**src/rtl/gpio_pair_pkg.sv**
```systemverilog
package gpio_pair_pkg;

  localparam int WORD_W   = 32;
  localparam int PIN_MAX  = 8;
  localparam int DIR_BASE = 16;

  typedef struct packed {
    logic drive_lo;
    logic drive_hi;
    logic make_out;
    logic make_in;
  } pin_cmd_t;

  function automatic int lvl_lo_bit(input int n);
    return 2 * n;
  endfunction

  function automatic int lvl_hi_bit(input int n);
    return 2 * n + 1;
  endfunction

  function automatic int dir_out_bit(input int n);
    return DIR_BASE + 2 * n;
  endfunction

  function automatic int dir_in_bit(input int n);
    return DIR_BASE + 2 * n + 1;
  endfunction

endpackage

```
**src/rtl/gpio_cmd_decode.sv**
```systemverilog
module gpio_cmd_decode
  import gpio_pair_pkg::*;
#(
  parameter int                PIN_COUNT = 8,
  parameter int                ADDR_W    = 8,
  parameter logic [ADDR_W-1:0] BANK_ADDR = '0
) (
  input  logic [ADDR_W-1:0]                bus_addr,
  input  logic                             bus_we,
  input  logic [WORD_W-1:0]                bus_wdata,
  output gpio_pair_pkg::pin_cmd_t [PIN_COUNT-1:0] cmd_o
);

  logic wr_hit;
  logic unused_wdata;

  assign wr_hit       = bus_we && (bus_addr == BANK_ADDR);
  assign unused_wdata = ^bus_wdata;

  for (genvar p = 0; p < PIN_COUNT; p++) begin : g_pin
    always_comb begin
      cmd_o[p].drive_lo = wr_hit && bus_wdata[lvl_lo_bit(p)];
      cmd_o[p].drive_hi = wr_hit && bus_wdata[lvl_hi_bit(p)];
      cmd_o[p].make_out = wr_hit && bus_wdata[dir_out_bit(p)];
      cmd_o[p].make_in  = wr_hit && bus_wdata[dir_in_bit(p)];
    end
  end

endmodule

```
**src/rtl/gpio_pin_slice.sv**
```systemverilog
module gpio_pin_slice
  import gpio_pair_pkg::*;
(
  input  logic     clk,
  input  logic     rst_n,
  input  pin_cmd_t cmd_i,
  input  logic     pad_in_i,
  output logic     out_val_o,
  output logic     out_en_o,
  output logic     level_o
);

  logic val_q, val_d, val_ce;
  logic en_q,  en_d,  en_ce;
  logic sync_a_q, sync_b_q;

  // next state: high beats low, input beats output
  always_comb begin
    val_ce = cmd_i.drive_hi | cmd_i.drive_lo;
    val_d  = cmd_i.drive_hi;
    en_ce  = cmd_i.make_in | cmd_i.make_out;
    en_d   = !cmd_i.make_in;
  end

  always_ff @(posedge clk or negedge rst_n) begin
    if (!rst_n) begin
      val_q <= 1'b0;
      en_q  <= 1'b0;
    end else begin
      if (val_ce) val_q <= val_d;
      if (en_ce)  en_q  <= en_d;
    end
  end

  always_ff @(posedge clk or negedge rst_n) begin
    if (!rst_n) begin
      sync_a_q <= 1'b0;
      sync_b_q <= 1'b0;
    end else begin
      sync_a_q <= pad_in_i;
      sync_b_q <= sync_a_q;
    end
  end

  assign out_val_o = val_q;
  assign out_en_o  = en_q;
  assign level_o   = en_q ? val_q : sync_b_q;

endmodule

```
**src/rtl/gpio_read_assemble.sv**
```systemverilog
module gpio_read_assemble
  import gpio_pair_pkg::*;
#(
  parameter int                PIN_COUNT = 8,
  parameter int                ADDR_W    = 8,
  parameter logic [ADDR_W-1:0] BANK_ADDR = '0
) (
  input  logic [ADDR_W-1:0]    bus_addr,
  input  logic [PIN_COUNT-1:0] level_i,
  output logic [WORD_W-1:0]    rdata_o
);

  logic [WORD_W-1:0] word;

  always_comb begin
    word = '0;
    for (int p = 0; p < PIN_COUNT; p++) begin
      word[lvl_hi_bit(p)] = level_i[p];
    end
  end

  assign rdata_o = (bus_addr == BANK_ADDR) ? word : '0;

endmodule

```
**src/rtl/gpio_pair_bank.sv**
```systemverilog
module gpio_pair_bank
  import gpio_pair_pkg::*;
#(
  parameter int                PIN_COUNT = 8,
  parameter int                ADDR_W    = 8,
  parameter logic [ADDR_W-1:0] BANK_ADDR = 8'h22
) (
  input  logic                 clk,
  input  logic                 rst_n,
  input  logic [ADDR_W-1:0]    bus_addr,
  input  logic                 bus_we,
  input  logic [31:0]          bus_wdata,
  output logic [31:0]          bus_rdata,
  input  logic [PIN_COUNT-1:0] pad_in,
  output logic [PIN_COUNT-1:0] pad_out,
  output logic [PIN_COUNT-1:0] pad_oe
);

  logic rst_meta_q, rst_n_q;
  pin_cmd_t [PIN_COUNT-1:0] cmd;
  logic [PIN_COUNT-1:0] level;

  // reset: asserted asynchronously, released on the clock
  always_ff @(posedge clk or negedge rst_n) begin
    if (!rst_n) begin
      rst_meta_q <= 1'b0;
      rst_n_q    <= 1'b0;
    end else begin
      rst_meta_q <= 1'b1;
      rst_n_q    <= rst_meta_q;
    end
  end

  gpio_cmd_decode #(
    .PIN_COUNT(PIN_COUNT), .ADDR_W(ADDR_W), .BANK_ADDR(BANK_ADDR)
  ) u_decode (
    .bus_addr (bus_addr),
    .bus_we   (bus_we),
    .bus_wdata(bus_wdata),
    .cmd_o    (cmd)
  );

  for (genvar p = 0; p < PIN_COUNT; p++) begin : g_slice
    gpio_pin_slice u_slice (
      .clk      (clk),
      .rst_n    (rst_n_q),
      .cmd_i    (cmd[p]),
      .pad_in_i (pad_in[p]),
      .out_val_o(pad_out[p]),
      .out_en_o (pad_oe[p]),
      .level_o  (level[p])
    );
  end

  gpio_read_assemble #(
    .PIN_COUNT(PIN_COUNT), .ADDR_W(ADDR_W), .BANK_ADDR(BANK_ADDR)
  ) u_read (
    .bus_addr(bus_addr),
    .level_i (level),
    .rdata_o (bus_rdata)
  );

endmodule

```
**config.mk**
```make
export PLATFORM = sky130hd
export DESIGN_NAME = gpio_pair_bank
export DESIGN_NICKNAME = d
export VERILOG_FILES = /design/src/rtl/gpio_pair_pkg.sv /design/src/rtl/gpio_cmd_decode.sv /design/src/rtl/gpio_pin_slice.sv /design/src/rtl/gpio_read_assemble.sv /design/src/rtl/gpio_pair_bank.sv
export SDC_FILE = /design/constraint.sdc
export NUM_CORES = 1
export LEC_CHECK = 0
export BUFFER_PORTS_ARGS = -buffer_cell sky130_fd_sc_hd__buf_4
export CORE_UTILIZATION = 51
export CTS_CLUSTER_DIAMETER = 120
export DETAILED_ROUTE_END_ITERATION = 10
export GPL_ROUTABILITY_DRIVEN = 0
export HOLD_SLACK_MARGIN = 0.08
export PLACE_DENSITY = 0.91
export SETUP_SLACK_MARGIN = 0.02
export SYNTH_ARGS = -nofsm -noshare
export SYNTH_HDL_FRONTEND = slang
export SYNTH_HIERARCHICAL = 1
export SYNTH_SLANG_ARGS = --single-unit
```
**constraint.sdc**
```tcl
create_clock -name clk -period 2.3 [get_ports clk]
set_input_delay 0.575 -clock clk [delete_from_list [all_inputs] [get_ports clk]]
set_output_delay 0.575 -clock clk [all_outputs]
set_load 0.005 [all_outputs]
```
# Word level (Yosys, flattened, before mapping)

Index checks and enable logic that the tools add are counted.

Register bits: 34
Bits of input ports: 51

Eq/ne operators: 1
Reductions and logical operators: 41
Bitwise operators: 16
Multiplexer cells: 9

Operator list:

| kind                 | count |
|---|---|
| $logic_and A1 B1 Y1  | 33 |
| $mux W16             | 1 |
| $or A1 B1 Y1         | 16 |
| $eq A8 B6 Y1 const B | 1 |
| $logic_not A1 Y1     | 8 |
| $mux W1              | 8 |

# Logic depth before layout (Yosys ltp)

Gate-level depths: netlist of run 1.

Word-level depth: 4
Mapped depth: 6
Depth with buffers taken out: 4

# By module

The synthesis of run 1 kept the hierarchy.

By module, submodules not included:

| module             | area an instance (µm²) | times used | sequential area each (µm²) | cells an instance |
|---|---|---|---|---|
| gpio_pin_slice     | 133.9                  | 8          | 100.1                      | 9 |
| gpio_cmd_decode    | 709.4                  | 1          | 0.0                        | 81 |
| gpio_read_assemble | 331.6                  | 1          | 0.0                        | 45 |
| gpio_pair_bank     | 53.8                   | 1          | 50.0                       | 3 |

# Least setup slack after synthesis of run 1

OpenSTA, ideal clock, no wires.

Kind: in2out
Start: in bus_addr[7]
End: out bus_rdata[11]
Stages on the path: 3
Setup slack: 0.324 ns
Arrival: 1.401 ns
Path through: or4_4 -> buf_6 -> nor3_2

Cells in the longest elaborated chain, start to end: 2

RTL lines:

| what            | RTL line                 | text |
|---|---|---|
| start, declared | gpio_pair_bank.sv:10     | `input logic [ADDR_W-1:0] bus_addr,` |
| $eq A8 B6 Y1    | gpio_read_assemble.sv:22 | `assign rdata_o = (bus_addr == BANK_ADDR) ? word : '0;` |
| $mux W16        | gpio_read_assemble.sv:22 |  |
| end, declared   | gpio_pair_bank.sv:13     | `output logic [31:0] bus_rdata,` |

No other way between the ends.

# Worst setup path after layout of run 1

Start: in bus_addr[2]
End: out bus_rdata[3]

Same word-level chain as after synthesis.

==> results of run 1 <==
stage by stage:
step	hold slack [ns]	setup WS (ns)	std cells	total power (uW)	instance area [sq um]
after floorplan	0.279	0.324	224	807	2250
after global placement	0.323	0.0503	317	880	2650
after detailed placement	0.335	0.0386	317	887	2650
after CTS	0.333	0.0325	326	1340	2750
after global routing	0.350	0.0197	326	1390	2770
final	0.305	0.0551	326	1330	2770
cells by family after synthesis:
kind of cell    synth area share
other cells              0.00347
buf+inv                    0.163
mux                       0.0555
simple gates               0.358
compound gates            0.0277
flops                      0.393
layout by cell type (no fill, tap or decap):
cell type      instances
a21o_1                 8
buf_4                 83
clkbuf_1               1
clkbuf_8               6
clkinv_2               1
conb_1                25
dfrtp_1               34
dlygate4sd3_1          1
inv_1                 16
mux2_4                 8
nand2b_1              32
nand2b_2               1
nand4bb_1              1
nand4bb_2              1
nor2_1                16
nor3_2                 6
nor3_4                 2
nor4_1                 2
nor4_2                30
or2_2                  1
or4_4                  1
critical path, delay by kind of cell:
| kind | cells | cell delay, ns |
|---|---|---|
| buffers and inverters | 2 | 0.24 |
| AND/OR/NAND/NOR | 2 | 0.84 |
routing by layer:
layer / share of wire / routed length (um) / global-route usage
met3: 0.068 / 295 / 0.0524
met4: 0.012 / 54 / 0.0878
met1: 0.39 / 1710 / 0.234
met2: 0.53 / 2310 / 0.365
met5: 0 / 0 / 0
state kept, by name, summed over array words and instances (netlist names):
signal and count:
g_slice.u_slice/out_en_o 8, g_slice.u_slice/out_val_o 8, g_slice.u_slice/sync_a_q 8, g_slice.u_slice/sync_b_q 8, rst_meta_q 1, rst_n_q 1
layout make-up:
| type | instances | share of cell area |
|---|---|---|
| tap | 50 | 0.0226 |
| multi-input combinational | 134 | 0.386 |
| inverter | 16 | 0.0217 |
| sequential | 34 | 0.308 |
| clock buffer | 7 | 0.0312 |
| timing repair buffer | 84 | 0.229 |
| clock inverter | 1 | 0.00181 |
worst paths after layout:
kind,from,to,slack (ns),cells past startpoint
min in group clk,g_slice[4].u_slice/sync_a_q,g_slice[4].u_slice/sync_b_q,0.35,0
max in group asynchronous,rst_n_q,g_slice[4].u_slice/out_val_o,1.31,1
worst max-delay path,bus_addr[2],bus_rdata[3],0.06,4
worst min register to register,rst_n_q,g_slice[1].u_slice/out_val_o,0.31,0
worst min-delay path,rst_n_q,g_slice[1].u_slice/out_val_o,0.31,0
worst max register to register,rst_n_q,g_slice[4].u_slice/out_val_o,1.31,1
power by group:
part / switching, uW / internal (uW) / leakage (uW)
clock: 210 / 241 / 0.0000482
sequential: 23.5 / 627 / 0.000430
combinational: 104 / 122 / 0.000831
total: 337 / 990 / 0.00131
what timing repair did:
action                                 4_1_cts  5_1_grt
setup endpoints to repair                    0        2
endpoints found under the hold margin        2        0
gates resized for setup                      0        2
hold buffers                                 1        0
synthesized netlist by cell type, drive strengths merged:
cell / instances / area, sq um
or2: 1 / 6.26
dfrtp: 34 / 851
conb: 2 / 7.51
nand4bb: 2 / 22.5
nor4: 32 / 388
buf: 35 / 274
mux2: 8 / 120
a21o: 8 / 60.1
or4: 1 / 11.3
nor3: 8 / 80.1
clkbuf: 5 / 18.8
nand2b: 33 / 206
inv: 16 / 60.1
nor2: 16 / 60.1
==> results.tsv, run 1 <==
metric	value	unit
Final Util	0.687	
final worst path period need	2.24	ns
Req. time, crit path	1.73	ns
H-Tree Depth	2	
1st-pass router iterations	4	
area occupied by multi-input gates	1070	sq um
Reg area	851	sq um
outcome	finished clean	
Fill cells	339	
library cells used by synthesis	17	
setup_tns	0	ns
final WL	4.37	mm
Core ar.	4030	sq um
CTS tree	done	
Post-CTS Setup Inserts	0	
hold crit path type	flip-flop to asynchronous set/reset pin	
Peak Freq	445	MHz
CP Class	primary input to primary output	
startpoint types	primary input	
grt total ovfl	0	
share of layout cells above drive strength 1	0.507	
Worst-Margin Slew	0.893	ns
Die Ht	67.2	um
worst-skew pair later-pin latency	0.28	ns
Final Hold Fails	0	
Root Buffer	clkbuf_8	
Slew Viols, Final	0	
CP Max Fanout	8	
initial antenna violation count	0	
layout net count	326	
die width	67.2	um
Ports	99	
PortBufs	74	
critical path cell sequence	buf_4, or4_4, nor3_2, buf_4	
Final setup violation count	0	
pwr/cell area	480	nW/um^2
crit end category	primary output	
post-synthesis sequential area ratio	0.393	
area grow syn2layout	27.7	%
Syn Inst Count	201	
DRT iter0 DRCs	94	
ant diodes	0	
Clock Sink Count	34	
CTS buffer count	5	
vias per cell	5.00	
die area	4510	sq um
Final period util	0.976	
Initial Util	0.538	
Clock Skews	0.00271	ns
largest net degree at the start of global routing	33	
cell repeated most along the worst path	buf_4	
Remaining DRCs	0	
Final ANT Viol Nets	0	
CTS Buffer Depth	2	
first-pass GRT wire length	6.78	mm
Post-Syn Area	2170	sq um
Tot GR Track Use	0.206	
clock-pin slew on the worst setup and hold paths	0.07	ns
via count	1631	
vias in the first global route	1488	
Synth Area per Inst	10.8	sq um
Synth warnings	6	
relative slew slack	0.405	
wire length per cell	13.4	um
Leakage	0.00131	uW
Synth Register Bits	34	
crit-path max cell delay	0.65	ns
unrepaired setup endpoints after global routing	no	
dpl hpwl	3.20	mm
Max-Cap Viols	0	
CP arrival	1.67	ns
row count	23	
maximum vdd ir drop	0.000319	V
CP max stage cell	or4_4	
(Power assumes the default switching activity.)
==> run 2: changes to the inputs <==
Settings changed: CORE_ASPECT_RATIO from default to 0.6, SKIP_CTS_REPAIR_TIMING from default to 1.
==> run 2 against run 1 <==
Largest cell class unchanged. Sequential share of layout area decreased by 0.18 points. First-iteration DRC count down 15%. Design area is 0.59% higher. Global-route usage up 0.49 points.
==> results.tsv, run 2 (same netlist as run 1, synthesis figures left out) <==
metric	value	unit
outcome	finished clean	
largest net degree at the start of global routing	33	
Tot GR Track Use	0.211	
Reg area	851	sq um
CP Class	primary input to primary output	
Final ANT Viol Nets	0	
Final period util	0.967	
Peak Freq	450	MHz
Die Ht	52.5	um
dpl hpwl	3.35	mm
unrepaired setup endpoints after global routing	no	
wire length per cell	13.3	um
final WL	4.44	mm
Leakage	0.00130	uW
H-Tree Depth	2	
hold crit path type	flip-flop to asynchronous set/reset pin	
CTS buffer count	5	
Placed Area	2670	sq um
DRT iter0 DRCs	80	
CP Max Fanout	8	
pwr/cell area	476	nW/um^2
Initial Util	0.559	
startpoint types	primary input	
share of layout cells above drive strength 1	0.507	
Slew Viols, Final	0	
vias in the first global route	1452	
most common cell after layout, fill and taps aside	buf_4	
vias per cell	4.76	
via count	1585	
area occupied by multi-input gates	1060	sq um
die width	86.1	um
RR Startpoint	g_slice[5].u_slice/out_val_o	
commonest non-fill, non-tap cells in the layout	80 x buf_4, 34 x dfrtp_1, 32 x nand2b_1	
Remaining DRCs	0	
clock-pin slew on the worst setup and hold paths	0.06	ns
CTS tree	done	
Clock Skews	0.0104	ns
crit end category	primary output	
ant diodes	0	
CTS Buffer Depth	2	
setup_tns	0	ns
layout net count	326	
PortBufs	74	
Ports	99	
worst-skew pair later-pin latency	0.28	ns
area grow syn2layout	28.5	%
Design Area, Final	2780	sq um
initial antenna violation count	0	
Core ar.	3870	sq um
CP arrival	1.65	ns
grt total ovfl	0	
maximum vdd ir drop	0.000401	V
Final Hold Fails	0	
Max-Cap Viols	0	
first-pass GRT wire length	6.93	mm
final worst path period need	2.22	ns
Clock Sink Count	34	
Final setup violation count	0	
row count	17	
Critical path origin	bus_addr[2]	
Fill cells	289	
Root Buffer	clkbuf_8	
1st-pass router iterations	4	
die area	4520	sq um
Req. time, crit path	1.73	ns
run 2: worst paths after layout:
| check | cells after the start | slack [ns] | end |
|---|---|---|---|
| setup / recovery | 4 | 0.08 | bus_rdata[11] |
| max in group asynchronous | 2 | 1.60 | rst_meta_q |
| setup reg to reg | 1 | 1.59 | g_slice[5].u_slice/out_val_o |
| min in group clk | 0 | 0.35 | g_slice[4].u_slice/sync_b_q |
| hold / removal | 0 | 0.07 | g_slice[6].u_slice/sync_a_q |
| hold reg to reg | 0 | 0.07 | g_slice[6].u_slice/sync_a_q |
run 2: routing by layer:
| metal | track usage | share of wire | vias up |
|---|---|---|---|
| met4 | 0.0583 | 0.0059 | 0 |
| met5 | 0 | 0 | - |
| li1 | - | - | 767 |
| met2 | 0.345 | 0.47 | 57 |
| met1 | 0.284 | 0.47 | 756 |
| met3 | 0.0504 | 0.052 | 5 |
run 2: final cells by class:
type / instances / area share
clock buffer: 7 / 0.0310
inverter: 16 / 0.0216
multi-input combinational: 134 / 0.379
sequential: 34 / 0.306
tap: 57 / 0.0256
timing repair buffer: 84 / 0.235
clock inverter: 1 / 0.00180
run 2: power by group:
group | internal, uW | switching [uW] | total, uW | leakage [uW]
clock | 241 | 202 | 443 | 0.0000482
combinational | 126 | 109 | 235 | 0.000825
sequential | 627 | 19.1 | 646 | 0.000430
total | 994 | 330 | 1320 | 0.00130
run 2: stage by stage:
step | worst slack, ns | util | std cells | power, uW | hold slack, ns
after floorplan | 0.324 | - | 224 | 807 | 0.279
after global placement | 0.0787 | 0.691 | 324 | 884 | 0.0744
after detailed placement | 0.0449 | 0.691 | 324 | 890 | 0.0808
after CTS | 0.0449 | 0.714 | 332 | 1340 | 0.0610
after global routing | 0.0234 | 0.719 | 333 | 1390 | 0.0912
final | 0.0763 | 0.719 | 333 | 1320 | 0.0735
run 2: worst max-delay path, stage by stage:
cell    delay (ns)
buf_6         0.09
or4_4         0.64
nor3_2        0.21
buf_4         0.13
